[config.mk]
export PLATFORM = sky130hd
export DESIGN_NAME = smag_addsub_unit
export DESIGN_NICKNAME = d
export VERILOG_FILES = /design/src/rtl/smag_pkg.sv /design/src/rtl/smag_to_oc.sv /design/src/rtl/oc_eac_adder.sv /design/src/rtl/oc_to_smag.sv /design/src/rtl/smag_addsub_unit.sv
export SDC_FILE = /design/constraint.sdc
export NUM_CORES = 1
export LEC_CHECK = 0
export ABC_AREA = 1
export ABC_CLOCK_PERIOD_IN_PS = 18820
export CORE_ASPECT_RATIO = 0.8
export CORE_UTILIZATION = 45
export DETAILED_ROUTE_END_ITERATION = 10
export PLACE_DENSITY = 0.79
export SYNTH_ARGS = -nofsm -noshare
export SYNTH_HDL_FRONTEND = slang
export SYNTH_SLANG_ARGS = --single-unit
[constraint.sdc]
create_clock -name clk -period 18.82 [get_ports clk]
set_input_delay 4.705 -clock clk [delete_from_list [all_inputs] [get_ports clk]]
set_output_delay 4.705 -clock clk [all_outputs]
set_load 0.05 [all_outputs]
[src/rtl/smag_pkg.sv]
package smag_pkg;

   // Implementation variant of the end-around-carry adder
   typedef enum logic [0:0] {
      ADDER_BEHAV  = 1'b0,
      ADDER_RIPPLE = 1'b1
   } adder_style_e;

   // Arithmetic mode as seen by the datapath
   typedef enum logic [0:0] {
      MODE_ADD = 1'b0,
      MODE_SUB = 1'b1
   } arith_mode_e;

endpackage

[src/rtl/smag_to_oc.sv]
// Sign-magnitude to ones' complement converter with optional full inversion
// (the inversion turns an operand into its negation for subtraction).
module smag_to_oc #(
   parameter int WIDTH = 8
) (
   input  logic [WIDTH-1:0] sm_in,
   input  logic             negate,
   output logic [WIDTH-1:0] oc_out
);
   localparam int MAG_W = WIDTH - 1;

   logic             sgn;
   logic [MAG_W-1:0] mag;
   logic [WIDTH-1:0] oc_plain;

   assign sgn      = sm_in[WIDTH-1];
   assign mag      = sm_in[MAG_W-1:0];
   // negative values carry an inverted magnitude; the sign bit is unchanged
   assign oc_plain = {sgn, mag ^ {MAG_W{sgn}}};
   assign oc_out   = oc_plain ^ {WIDTH{negate}};

endmodule

[src/rtl/oc_eac_adder.sv]
// Ones' complement adder: binary sum, then the carry out of the top bit is
// wrapped back into the least significant bit.
module oc_eac_adder
   import smag_pkg::*;
#(
   parameter int           WIDTH = 8,
   parameter adder_style_e STYLE = ADDER_RIPPLE
) (
   input  logic [WIDTH-1:0] x_in,
   input  logic [WIDTH-1:0] y_in,
   output logic [WIDTH-1:0] sum_out,
   output logic             wrap_carry
);
   localparam int XW = WIDTH + 1;

   generate
      if (STYLE == ADDER_BEHAV) begin : g_behav
         logic [XW-1:0]    first_pass;
         logic [WIDTH-1:0] wrap_vec;

         assign first_pass = {1'b0, x_in} + {1'b0, y_in};
         assign wrap_vec   = {{(WIDTH-1){1'b0}}, first_pass[WIDTH]};
         assign sum_out    = first_pass[WIDTH-1:0] + wrap_vec;
         assign wrap_carry = first_pass[WIDTH];
      end else begin : g_ripple
         logic [WIDTH:0]   cy;
         logic [WIDTH-1:0] raw;
         logic [WIDTH-1:0] inc_cy;

         assign cy[0] = 1'b0;
         for (genvar i = 0; i < WIDTH; i++) begin : g_fa
            assign raw[i]  = x_in[i] ^ y_in[i] ^ cy[i];
            assign cy[i+1] = (x_in[i] & y_in[i]) | (cy[i] & (x_in[i] ^ y_in[i]));
         end

         // second pass: incrementer fed by the wrapped carry; it cannot
         // overflow because the first pass never leaves all ones with a carry
         assign inc_cy[0] = cy[WIDTH];
         for (genvar j = 0; j < WIDTH; j++) begin : g_ha
            assign sum_out[j] = raw[j] ^ inc_cy[j];
            if (j < WIDTH - 1) begin : g_next
               assign inc_cy[j+1] = raw[j] & inc_cy[j];
            end
         end
         assign wrap_carry = cy[WIDTH];
      end
   endgenerate

endmodule

[src/rtl/oc_to_smag.sv]
// Ones' complement to sign-magnitude converter. Both zero patterns are
// detected and leave as positive zero.
module oc_to_smag #(
   parameter int WIDTH = 8
) (
   input  logic [WIDTH-1:0] oc_in,
   output logic [WIDTH-1:0] sm_out,
   output logic             is_zero
);
   localparam int MAG_W = WIDTH - 1;

   logic             sgn;
   logic [MAG_W-1:0] mag;
   logic             pos_zero;
   logic             neg_zero;

   assign sgn      = oc_in[WIDTH-1];
   assign mag      = oc_in[MAG_W-1:0] ^ {MAG_W{sgn}};
   assign pos_zero = (oc_in == {WIDTH{1'b0}});
   assign neg_zero = (oc_in == {WIDTH{1'b1}});
   assign is_zero  = pos_zero | neg_zero;

   always_comb begin
      if (is_zero) begin
         sm_out = '0;
      end else begin
         sm_out = {sgn, mag};
      end
   end

endmodule

[src/rtl/smag_addsub_unit.sv]
// Registered sign-magnitude add/subtract with a ones' complement core.
module smag_addsub_unit
   import smag_pkg::*;
#(
   parameter int           WIDTH       = 8,
   parameter adder_style_e ADDER_STYLE = ADDER_RIPPLE
) (
   input  logic             clk,
   input  logic             rst,
   input  logic             in_valid,
   input  logic             op_sub,
   input  logic [WIDTH-1:0] opnd_a,
   input  logic [WIDTH-1:0] opnd_b,
   output logic [WIDTH-1:0] res_q,
   output logic             ovf_q,
   output logic             zero_q,
   output logic             out_valid
);
   localparam int SGN = WIDTH - 1;

   // elaboration-time parameter check
   generate
      if (WIDTH < 2) begin : g_bad_width
         $error("smag_addsub_unit: WIDTH must be at least 2");
      end
   endgenerate

   arith_mode_e      mode;
   logic [WIDTH-1:0] a_oc;
   logic [WIDTH-1:0] b_oc;
   logic [WIDTH-1:0] s_oc;
   logic             s_wrap;
   logic [WIDTH-1:0] s_sm;
   logic             s_zero;
   logic             s_ovf;

   assign mode = op_sub ? MODE_SUB : MODE_ADD;

   smag_to_oc #(.WIDTH(WIDTH)) u_conv_a (
      .sm_in  (opnd_a),
      .negate (1'b0),
      .oc_out (a_oc)
   );

   smag_to_oc #(.WIDTH(WIDTH)) u_conv_b (
      .sm_in  (opnd_b),
      .negate (mode == MODE_SUB),
      .oc_out (b_oc)
   );

   oc_eac_adder #(.WIDTH(WIDTH), .STYLE(ADDER_STYLE)) u_adder (
      .x_in       (a_oc),
      .y_in       (b_oc),
      .sum_out    (s_oc),
      .wrap_carry (s_wrap)
   );

   oc_to_smag #(.WIDTH(WIDTH)) u_conv_r (
      .oc_in   (s_oc),
      .sm_out  (s_sm),
      .is_zero (s_zero)
   );

   // same-sign operands with an opposite-sign sum overflowed the range
   assign s_ovf = (a_oc[SGN] == b_oc[SGN]) && (s_oc[SGN] != a_oc[SGN]);

   always_ff @(posedge clk) begin
      if (rst) begin
         res_q     <= '0;
         ovf_q     <= 1'b0;
         zero_q    <= 1'b0;
         out_valid <= 1'b0;
      end else begin
         out_valid <= in_valid;
         if (in_valid) begin
            res_q  <= s_sm;
            ovf_q  <= s_ovf;
            zero_q <= s_zero & ~s_ovf;
         end
      end
   end

   logic unused_wrap;
   assign unused_wrap = s_wrap;

endmodule

# == Yosys cells after proc, flatten, opt, wreduce, memory -nomap -nowiden ==
# Cells that the tools add are included.
# word_totals
register_bits,11
ramBits,0
romBits,0
wordCells,70
latchBits,0
mem_count,0
input_bits,20
output_inout_bits,11
# classes
bitwise,59
n_eq_ne,3
mux,2
n_addsub,0
n_mul,0
order_cmp,0
div,0
reduce_logical,2
shift,0
# ops
operator,n
$and A1 B1 Y1,23
$xor A1 B1 Y1,23
$xor A7 B7 Y7,3
$eq A8 B8 Y1 const B,1
$logic_not A8 Y1,1
$mux W8,1
$or A1 B1 Y1,8
$xor A8 B8 Y8,1
$eq A1 B1 Y1,1
$logic_and A1 B1 Y1,1
$mux W1,1
$ne A1 B1 Y1,1
$not A1 Y1,1

# == Longest topological paths before layout ==
# Gate-level depths: netlist of run 1.
# logic_depth
word_depth,29
depth_mapped,33

# == Modules after synthesis ==
# From an unflattened synthesis of run 1, not the netlist that was laid out.
# hier_totals
cells_unflattened,203
hier_area_um2,1262.5
# by_module_without_submodules
module,area_per_inst_um2,instances,cells_per_inst,seq_area_each_um2
smag_addsub_unit,406.6,1,53,220.2
oc_eac_adder,337.8,1,41,0.0
smag_to_oc,156.4,2,35,0.0
oc_to_smag,205.2,1,39,0.0

# == Worst setup path before layout of run 1 ==
# OpenSTA, ideal clock, no wires.
# synth_path
path_kind,input-to-reg
from,input opnd_b[7]
to,register res_q[0]
setup_ns,0.060
path_buffers,0
slack_ns,8.643
stages,33
arrival_time_ns,10.118
cell_sequence,or2_4 > nand2_4 > xor2_1 > inv_1 > ha_1 > fa_1 > fa_1 > fa_1 > fa_1 > fa_1 > fa_1 > inv_1 > fa_1 > inv_1 > ha_1 > ha_1 > ha_1 > ha_1 > ha_1 > ha_1 > ha_1 > inv_2 > nand2_2 > nand2_4 > inv_2 > ha_1 > nand2_1 > nor2_2 > nand2_2 > nand2_4 > nor2_4 > nand2_1 > nand2_1
# synth_between
elab_chain_cells,28
# synth_lines
item,line,source
"start, declared",smag_addsub_unit.sv:13,"input logic [WIDTH-1:0] opnd_b,"
$xor A7 B7 Y7,smag_to_oc.sv:19,"assign oc_plain = {sgn, mag ^ {MAG_W{sgn}}};"
$xor A8 B8 Y8 *,smag_to_oc.sv:20,assign oc_out = oc_plain ^ {WIDTH{negate}};
$and A1 B1 Y1 or $xor A1 B1 Y1 (tied branches),"oc_eac_adder.sv:33, oc_eac_adder.sv:32",
$and A1 B1 Y1,oc_eac_adder.sv:33,assign cy[i+1] = (x_in[i] & y_in[i]) | (cy[i] & (x_in[i] ^ y_in[i]));
$or A1 B1 Y1,oc_eac_adder.sv:33,
$and A1 B1 Y1,oc_eac_adder.sv:33,
$or A1 B1 Y1,oc_eac_adder.sv:33,
$and A1 B1 Y1,oc_eac_adder.sv:33,
[6 not listed],-,
$or A1 B1 Y1,oc_eac_adder.sv:33,
$and A1 B1 Y1,oc_eac_adder.sv:33,
$or A1 B1 Y1,oc_eac_adder.sv:33,
$and A1 B1 Y1 (7 in a row),oc_eac_adder.sv:42,assign inc_cy[j+1] = raw[j] & inc_cy[j];
$xor A1 B1 Y1,oc_eac_adder.sv:40,assign sum_out[j] = raw[j] ^ inc_cy[j];
$eq A8 B8 Y1 or $logic_not A8 Y1 (tied branches),"oc_to_smag.sv:20, oc_to_smag.sv:19",
$or A1 B1 Y1,oc_to_smag.sv:21,assign is_zero = pos_zero | neg_zero;
$mux W8 *,oc_to_smag.sv:24,if (is_zero) begin
"end signal, assigned",smag_addsub_unit.sv:76,res_q <= s_sm;
"end, declared",smag_addsub_unit.sv:14,"output logic [WIDTH-1:0] res_q,"
# Mark *: on every way between the ends. The rest lies on a longest branch, timed or not.
# A chain may end at the register's enable or synchronous reset.

# == Worst setup path in the final report of run 1 ==
# layout_path
from,input opnd_b[7]
to,register res_q[3]
# The elaborated chain is that of the path after synthesis.

==> results.rst, run 1 <==
.. list-table::
   :header-rows: 1

   * - Metric
     - Value
   * - Required time at the worst-slack endpoint
     - approximately 19 ns
   * - Final hold violation count
     - 0
   * - Largest incremental delay on the critical path
     - about 0.42 ns
   * - Effective utilization at floorplan
     - 0.491
   * - Max-slew headroom at the worst pin
     - 0.660
   * - Std-Cell Core Area
     - around 2200 µm²
   * - Total nets after synthesis
     - 168
   * - Peak-usage layer in the global routing report
     - met2
   * - Total global routing overflow
     - 0
   * - Type of element capturing the critical path
     - flip-flop
   * - HPWL after detailed placement
     - between 1500 and 2000 µm
   * - Maximum fanout along the worst path
     - 9
   * - Clock transition at the registers of the reported paths
     - 0.07 ns
   * - X dimension of the die
     - between 50 and 60 µm
   * - Utilization after layout
     - 0.641
   * - Hold crit path type
     - reg -> reg
   * - Result of the run
     - complete, but fails checks
   * - Largest net degree at the start of global routing
     - 11
   * - IO Port Bufs
     - 30
   * - Count of nets after finishing
     - 201
   * - Total via count after detailed routing
     - between 800 and 900
   * - Leading post-synthesis cells by cell area
     - dfxtp_1, xor2_1, fa_1, ha_1, nand2_1
   * - Final cycle utilization of the critical path
     - 0.570
   * - Peak supply drop
     - roughly 55 µV
   * - Data arrival time of the worst path
     - 10.94 ns
   * - Number of clock sinks
     - 11
   * - Unrepaired setup endpoints after global routing
     - no
   * - Worst Slack Setup Final
     - around 8.1 ns
   * - Synth Register Bits
     - 11
   * - I/O pins
     - 31
   * - # setup viols final
     - 0
   * - Slew Viols, Final
     - 0
   * - Leading cell type in the layout, fill and taps excluded
     - clkdlybuf4s50_1
   * - Number of standard-cell rows in the floorplan
     - 15
   * - Area leader, netlist
     - dfxtp_1
   * - Count of antenna-violating nets left after detailed routing
     - 0
   * - Antenna violations before repair
     - 0
   * - H-tree levels
     - 1
   * - Post-synthesis cell count
     - 130
   * - Slew at the pin with the worst max-slew slack
     - between 0.5 and 0.6 ns
   * - First-pass GRT wire length
     - around 3300 µm
   * - Layout area overhead
     - 30.6%
   * - Root buf cell
     - clkbuf_4
   * - CTS buffer count
     - 3
   * - Pwr Density
     - just over 100 nW/µm²
   * - Sum of routed wire length over all layers
     - roughly 2000 µm
   * - Setup Fix Bufs, Post-CTS
     - 0
   * - Global-route usage over all layers
     - 0.170
   * - Cell occurring most often along the worst timing path
     - ha_1
   * - Share of cells above drive strength 1
     - 0.167
   * - Cts-stage hold buffer count
     - 0
   * - Number of diodes
     - 0
   * - Number of distinct library cells after synthesis
     - 22
   * - Yosys synthesis warning count
     - 0
   * - CTS tree
     - yes
   * - Final GP Congestion
     - ~0.8
   * - Number of filler cells placed in the layout
     - 199
   * - Failing checks
     - DRC
   * - Min Tclk post-route
     - roughly 11 ns
   * - Final Power
     - between 0.1 and 0.15 mW
   * - Final Instance Count excl. Fillers
     - around 190
   * - Count of routing violations after the opening detailed-route iteration
     - 17
   * - Max-cap violation count
     - 0
   * - Total negative slack
     - 0 ns
   * - Post-cts resize count
     - 0
   * - Vias in the first global route
     - a little over 800
   * - Residual DRC count
     - 2
   * - Clock skew
     - 0 ns
   * - Worst hold margin
     - between 0.4 and 0.5 ns
   * - Post-Place Setup Slack
     - roughly 7.8 ns
   * - Y dimension of the die
     - 46.2 µm
   * - Commonest non-fill, non-tap cells in the layout
     - clkdlybuf4s50_1, nand2_1, xor2_1
   * - Cell area after synthesis
     - around 1100 µm²
   * - Placed cell area
     - 1410 µm²
   * - Launching element type of the critical path
     - input port
   * - Vias per Instance
     - 4.66
   * - Met1 track utilization from global routing
     - 0.190
   * - Sequential cell area fraction in the yosys report
     - 0.201
   * - Met2 global-route usage
     - 0.322
   * - Reported leakage power
     - 0.706 nW
   * - Count of TritonRoute iterations in the first routing pass
     - 6
   * - Cell Count Post-Placement
     - 183
   * - Global-route track usage on met3
     - 0.0534
   * - Detail-routed net length per standard cell
     - 10.8 µm
   * - Post-route standard cell area excluding fillers
     - around 1400 µm²
   * - Post-synth top area share
     - 0.201
   * - DIE AREA
     - 2640 µm²
   * - Slowest cell on the critical path
     - clkdlybuf4s50_1
   * - Synthesized area per cell
     - around 8.4 µm²
   * - Classification of the worst setup path
     - in -> reg
   * - Maximum clock rate
     - slightly above 90 MHz
   * - Clock buffer depth
     - 2
   * - Insertion delay to the later sink of the worst-skew pair
     - between 0.2 and 0.3 ns
-- per-layer routing --
metal,part of all wire,vias to the layer above,wire [µm]
li1,-,458,-
met1,0.43,404,872
met2,0.54,10,1090
met3,0.027,0,55
met4,0,0,0
met5,0,-,0
-- kinds of logic after synthesis --
kind of cell | share of synthesized area
and+or+nand+nor | 0.236
AOI/OAI and AO/OA | 0.0433
adders and majority gates | 0.253
xor gates and xnor gates | 0.160
DFF | 0.201
buffers and inverters | 0.107
-- synth_stat cells (all sizes together) --
| master | number |
|---|---|
| nor2 | 6 |
| dfxtp | 11 |
| a21oi | 4 |
| or2 | 1 |
| inv | 24 |
| buf | 2 |
| fa | 7 |
| nand2 | 29 |
| ha | 11 |
| xnor2 | 1 |
| o21ai | 4 |
| nand3 | 11 |
| xor2 | 19 |
-- worst max-delay path: cells and delay by family --
family | cells | cell delay, ns
xor gates and xnor gates | 1 | 0.16
adders and majority gates | 16 | 4.12
buffers and inverters | 6 | 0.74
and+or+nand+nor | 11 | 1.22
-- state kept, by name, indices dropped and copies added, names as in the netlist --
| signal | flops |
|---|---|
| out_valid | 1 |
| ovf_q | 1 |
| res_q | 8 |
| zero_q | 1 |
-- power breakdown --
group          internal [mW]  total, mW  switching, mW
clock network        0.00819     0.0159        0.00768
registers             0.0290     0.0316        0.00260
logic                 0.0382     0.0969         0.0587
-- cell type report --
| class | count | area (µm²) | share of cell area |
|---|---|---|---|
| multi-input combinational | 93 | 759 | 0.530 |
| clock buffer | 4 | 26.3 | 0.0183 |
| sequential | 11 | 220 | 0.154 |
| inverter | 24 | 95.1 | 0.0664 |
| tap | 25 | 31.3 | 0.0218 |
| timing repair buffer | 30 | 300 | 0.210 |
-- final timing paths --
kind	slack, ns	startpoint	depth (start not counted)	end
max	8.09	opnd_b[7]	34	res_q[3]
max reg2reg	18.16	res_q[7]	2	res_q[7]
min	0.47	res_q[0]	2	res_q[0]
min reg2reg	0.47	res_q[0]	2	res_q[0]
No activity file was read; power rests on OpenSTA's default activity.
==> run 2: changes to the inputs <==
ABC_CLOCK_PERIOD_IN_PS = 11220   (was 18820)
clock period = 11.22 ns   (was 18.82 ns; I/O delays follow)
==> results.rst, run 2 (synthesis gave the netlist of run 1 again) <==
.. list-table::
   :header-rows: 1

   * - Metric
     - Value
   * - Result of the run
     - complete, but fails checks
   * - Failing checks
     - DRC
   * - Count of TritonRoute iterations in the first routing pass
     - 7
   * - Final hold violation count
     - 0
   * - Maximum clock rate
     - 113 MHz
   * - Vias in the first global route
     - just under 900
   * - Share of cells above drive strength 1
     - 0.167
   * - Cts-stage hold buffer count
     - 0
   * - Effective utilization at floorplan
     - 0.491
   * - Hold crit path type
     - reg -> reg
   * - DIE AREA
     - approximately 2600 µm²
   * - Clock skew
     - 0 ns
   * - Total negative slack
     - 0 ns
   * - Total global routing overflow
     - 0
   * - Final cycle utilization of the critical path
     - 0.788
   * - Vias per Instance
     - 4.64
   * - Max FFs per register
     - 8
   * - Min Tclk post-route
     - 8.84 ns
   * - Peak supply drop
     - 74.2 µV
   * - X dimension of the die
     - 57.2 µm
   * - Classification of the worst setup path
     - in -> reg
   * - H-tree levels
     - 1
   * - Utilization after layout
     - 0.641
   * - Required time at the worst-slack endpoint
     - ~11 ns
   * - Cell type group with the largest total delay on the critical path
     - adder cells
   * - Commonest non-fill, non-tap cells in the layout
     - clkdlybuf4s50_1, nand2_1, xor2_1
   * - Count of routing violations after the opening detailed-route iteration
     - 18
   * - Launching element type of the critical path
     - input port
   * - IO Port Bufs
     - 30
   * - Post-cts resize count
     - 0
   * - Worst Slack Setup Final
     - 2.38 ns
   * - Maximum fanout along the worst path
     - 9
   * - Unrepaired setup endpoints after global routing
     - no
   * - Detail-routed net length per standard cell
     - between 10 and 15 µm
   * - Max-cap violation count
     - 0
   * - Clock buffer depth
     - 2
   * - Insertion delay to the later sink of the worst-skew pair
     - 0.27 ns
   * - Placed cell area
     - 1410 µm²
   * - Y dimension of the die
     - roughly 46 µm
   * - Std-Cell Core Area
     - 2230 µm²
   * - CTS tree
     - yes
   * - Largest net degree at the start of global routing
     - 11
   * - Cell occurring most often along the worst timing path
     - ha_1
   * - Cell Count Post-Placement
     - 183
   * - Slew Viols, Final
     - 0
   * - Largest incremental delay on the critical path
     - 0.42 ns
   * - Number of standard-cell rows in the floorplan
     - 15
   * - Setup Fix Bufs, Post-CTS
     - 0
   * - Number of diodes
     - 0
   * - Pwr Density
     - 171 nW/µm²
   * - First-pass GRT wire length
     - between 3000 and 4000 µm
   * - Final Instance Count excl. Fillers
     - around 190
   * - Number of clock sinks
     - 11
   * - Register with the highest flop count
     - res_q
   * - Max-slew headroom at the worst pin
     - 0.647
   * - Post-route standard cell area excluding fillers
     - 1430 µm²
   * - Count of antenna-violating nets left after detailed routing
     - 0
   * - I/O pins
     - 31
   * - Data arrival time of the worst path
     - between 9 and 10 ns
   * - Slew at the pin with the worst max-slew slack
     - ~0.53 ns
   * - Slowest cell on the critical path
     - clkdlybuf4s50_1
   * - Clock transition at the registers of the reported paths
     - 0.08 ns
   * - Global-route usage over all layers
     - 0.181
   * - Final GP Congestion
     - between 0.7 and 0.8
   * - Total via count after detailed routing
     - 868
   * - # setup viols final
     - 0
   * - Leading cell type in the layout, fill and taps excluded
     - clkdlybuf4s50_1
   * - Root buf cell
     - clkbuf_4
   * - Buffer and inverter count on the worst path
     - 6
   * - Reported leakage power
     - slightly above 0.7 nW
   * - Sum of routed wire length over all layers
     - between 1500 and 2000 µm
   * - Type of element capturing the critical path
     - flip-flop
   * - Count of nets after finishing
     - 201
   * - HPWL after detailed placement
     - between 1500 and 2000 µm
   * - Antenna violations before repair
     - 0
   * - Residual DRC count
     - 2
   * - Post-Place Setup Slack
     - between 2 and 2.5 ns
   * - Layout area overhead
     - 30.6%
   * - CTS buffer count
     - 3
==> run 2: cell counts in the layout (fill, tap and decap cells not counted) <==
Identical to the previous run, type by type.
==> run 2: report_power, final <==
| group | switching [mW] | total (mW) | internal, mW |
|---|---|---|---|
| Sequential | 0.00460 | 0.0532 | 0.0486 |
| Combinational | 0.0985 | 0.163 | 0.0644 |
| Clock | 0.0147 | 0.0285 | 0.0138 |
| Total | 0.118 | 0.245 | 0.127 |
==> run 2: cell type report <==
type,count,area (µm²)
Timing Repair Buffer,30,300
Clock buffer,4,26.3
Fill cell,200,801
Inverter,24,95.1
Sequential cell,11,220
Tap cell,25,31.3
Multi-Input combinational cell,93,759
==> run 2: path summary, 6_finish.rpt <==
check                           slack (ns)       from        to  cells after the start
worst min register to register        0.48   res_q[1]  res_q[1]                      2
worst min-delay path                  0.48   res_q[1]  res_q[1]                      2
worst max-delay path                  2.38  opnd_b[7]  res_q[3]                     34
worst max register to register       10.55     zero_q    zero_q                      2
==> run 2: routing by layer <==
layer,global-route usage,wire (µm),part of all wire,up-vias
li1,-,-,-,461
met1,0.211,904,0.45,394
met2,0.336,1020,0.51,11
met3,0.0506,60,0.030,2
met4,0.0439,5,0.0025,0
met5,0,0,0,-
==> run 2: through the flow <==
stage / hold WS (ns) / power, mW
6_report: 0.476 / 0.245
5_1_grt: 0.491 / 0.268
4_1_cts: 0.476 / 0.248
3_5_place_dp: 0.463 / 0.217
3_3_place_gp: 0.461 / 0.213
2_1_floorplan: 0.697 / 0.175
==> run 2: worst register-to-register path, delay by kind of cell (launching register included) <==
family	cells	cell delay [ns]
AOI/OAI and AO/OA	2	0.23
DFF	1	0.32
==> run 3: changes to the inputs <==
ABC_CLOCK_PERIOD_IN_PS = 8100   (was 11220)
CORE_UTILIZATION = 43   (was 45)
clock period = 8.1 ns   (was 11.22 ns; I/O delays follow)
==> results.rst, run 3 (synthesis gave the netlist of run 1 again) <==
.. list-table::
   :header-rows: 1

   * - Metric
     - Value
   * - CTS buffer count
     - 3
   * - Vias in the first global route
     - a little under 800
   * - Data arrival time of the worst path
     - just under 8 ns
   * - Total via count after detailed routing
     - 867
   * - Commonest non-fill, non-tap cells in the layout
     - clkdlybuf4s50_1, nand2_1, xor2_1
   * - Register with the highest flop count
     - res_q
   * - Clock transition at the registers of the reported paths
     - 0.07 ns
   * - Effective utilization at floorplan
     - 0.483
   * - Launching element type of the critical path
     - input port
   * - Slew Viols, Final
     - 0
   * - Number of filler cells placed in the layout
     - 180
   * - Cell Count Post-Placement
     - roughly 200
   * - CTS tree
     - yes
   * - I/O pins
     - 31
   * - Final GP Congestion
     - 0.820
   * - Cell type group with the largest total delay on the critical path
     - adder cells
   * - Pwr Density
     - between 200 and 250 nW/µm²
   * - Antenna violations before repair
     - 0
   * - # setup viols final
     - 0
   * - Buffer and inverter count on the worst path
     - 6
   * - Final Instance Count excl. Fillers
     - 199
   * - Largest net degree at the start of global routing
     - 11
   * - Reported leakage power
     - around 0.7 nW
   * - Unrepaired setup endpoints after global routing
     - no
   * - Global-route usage over all layers
     - 0.162
   * - Hold crit path type
     - reg -> reg
   * - Insertion delay to the later sink of the worst-skew pair
     - roughly 0.27 ns
   * - Sum of routed wire length over all layers
     - around 1900 µm
   * - DIE AREA
     - between 2000 and 3000 µm²
   * - Std-Cell Core Area
     - 2270 µm²
   * - Min Tclk post-route
     - 7.73 ns
   * - Count of antenna-violating nets left after detailed routing
     - 0
   * - H-tree levels
     - 1
   * - Required time at the worst-slack endpoint
     - about 8.3 ns
   * - Leading cell type in the layout, fill and taps excluded
     - clkdlybuf4s50_1
   * - Max-slew headroom at the worst pin
     - 0.665
   * - Vias per Instance
     - ~4.4
   * - Post-route standard cell area excluding fillers
     - between 1000 and 1500 µm²
   * - Final Power
     - between 0.3 and 0.4 mW
   * - Detail-routed net length per standard cell
     - approximately 9.7 µm
   * - Total global routing overflow
     - 0
   * - Max-cap violation count
     - 0
   * - Count of routing violations after the opening detailed-route iteration
     - 15
   * - Type of element capturing the critical path
     - flip-flop
   * - Largest incremental delay on the critical path
     - around 0.42 ns
   * - Layout area overhead
     - 34.3%
   * - Placed cell area
     - around 1400 µm²
   * - Final cycle utilization of the critical path
     - 0.955
   * - X dimension of the die
     - between 50 and 60 µm
   * - Maximum clock rate
     - 129 MHz
   * - Number of standard-cell rows in the floorplan
     - 15
   * - Setup Fix Bufs, Post-CTS
     - 0
   * - Count of nets after finishing
     - approximately 200
   * - HPWL after detailed placement
     - ~1600 µm
   * - Root buf cell
     - clkbuf_4
   * - Number of clock sinks
     - 11
   * - Cts-stage hold buffer count
     - 0
   * - Classification of the worst setup path
     - in -> reg
   * - Clock skew
     - 0 ns
   * - Share of cells above drive strength 1
     - 0.200
   * - Residual DRC count
     - 0
   * - Count of TritonRoute iterations in the first routing pass
     - 4
   * - IO Port Bufs
     - 30
   * - Slowest cell on the critical path
     - clkdlybuf4s50_1
   * - Result of the run
     - complete, no violations
   * - Number of diodes
     - 0
   * - Cell occurring most often along the worst timing path
     - ha_1
   * - Slew at the pin with the worst max-slew slack
     - ~0.5 ns
   * - Clock buffer depth
     - 2
   * - Y dimension of the die
     - between 40 and 50 µm
   * - Max FFs per register
     - 8
   * - Maximum fanout along the worst path
     - 6
   * - First-pass GRT wire length
     - 3180 µm
   * - Peak supply drop
     - 123 µV
   * - Final hold violation count
     - 0
   * - Total negative slack
     - 0 ns
   * - Worst hold margin
     - 0.475 ns
-- run 3: path summary, 6_finish.rpt --
path,endpoint,start,cells after the start,slack (ns)
min reg2reg,res_q[4],res_q[4],2,0.47
min,res_q[4],res_q[4],2,0.47
max reg2reg,res_q[7],res_q[7],2,7.43
max,res_q[1],opnd_b[7],34,0.37
-- run 3: layout make-up --
| type | count | area (µm²) | area share |
|---|---|---|---|
| inverter | 24 | 95.1 | 0.0645 |
| multi-input combinational | 93 | 767 | 0.520 |
| sequential | 11 | 220 | 0.149 |
| timing repair buffer | 33 | 323 | 0.219 |
| clock buffer | 4 | 26.3 | 0.0178 |
| tap | 34 | 42.5 | 0.0289 |
-- run 3: stage by stage --
step            util  worst slack [ns]
3_3_place_gp   0.634            0.0634
2_1_floorplan      -             0.603
6_report       0.649             0.367
3_5_place_dp   0.634           -0.0472
4_1_cts        0.646             0.200
5_1_grt        0.649            0.0368
-- run 3: worst reg2reg max path, delay by kind of cell, from the launching register on --
family	cells	cell delay [ns]
flops	1	0.31
compound gates	2	0.25
-- run 3: where the power goes --
group | switching, mW | total [mW] | internal, mW
sequential | 0.00620 | 0.0735 | 0.0673
clock | 0.0191 | 0.0382 | 0.0191
combinational | 0.135 | 0.227 | 0.0921
-- run 3: what timing repair did --
item / in CTS / in global routing
gates resized for setup: 0 / 3
hold endpoints to repair: 0 / 0
endpoints found under the setup margin: 0 / 6
-- run 3: per-layer routing --
layer | share of wire | global-route usage
met2 | 0.47 | 0.260
met4 | 0.021 | 0.0857
met5 | 0 | 0
met1 | 0.48 | 0.201
met3 | 0.025 | 0.0496
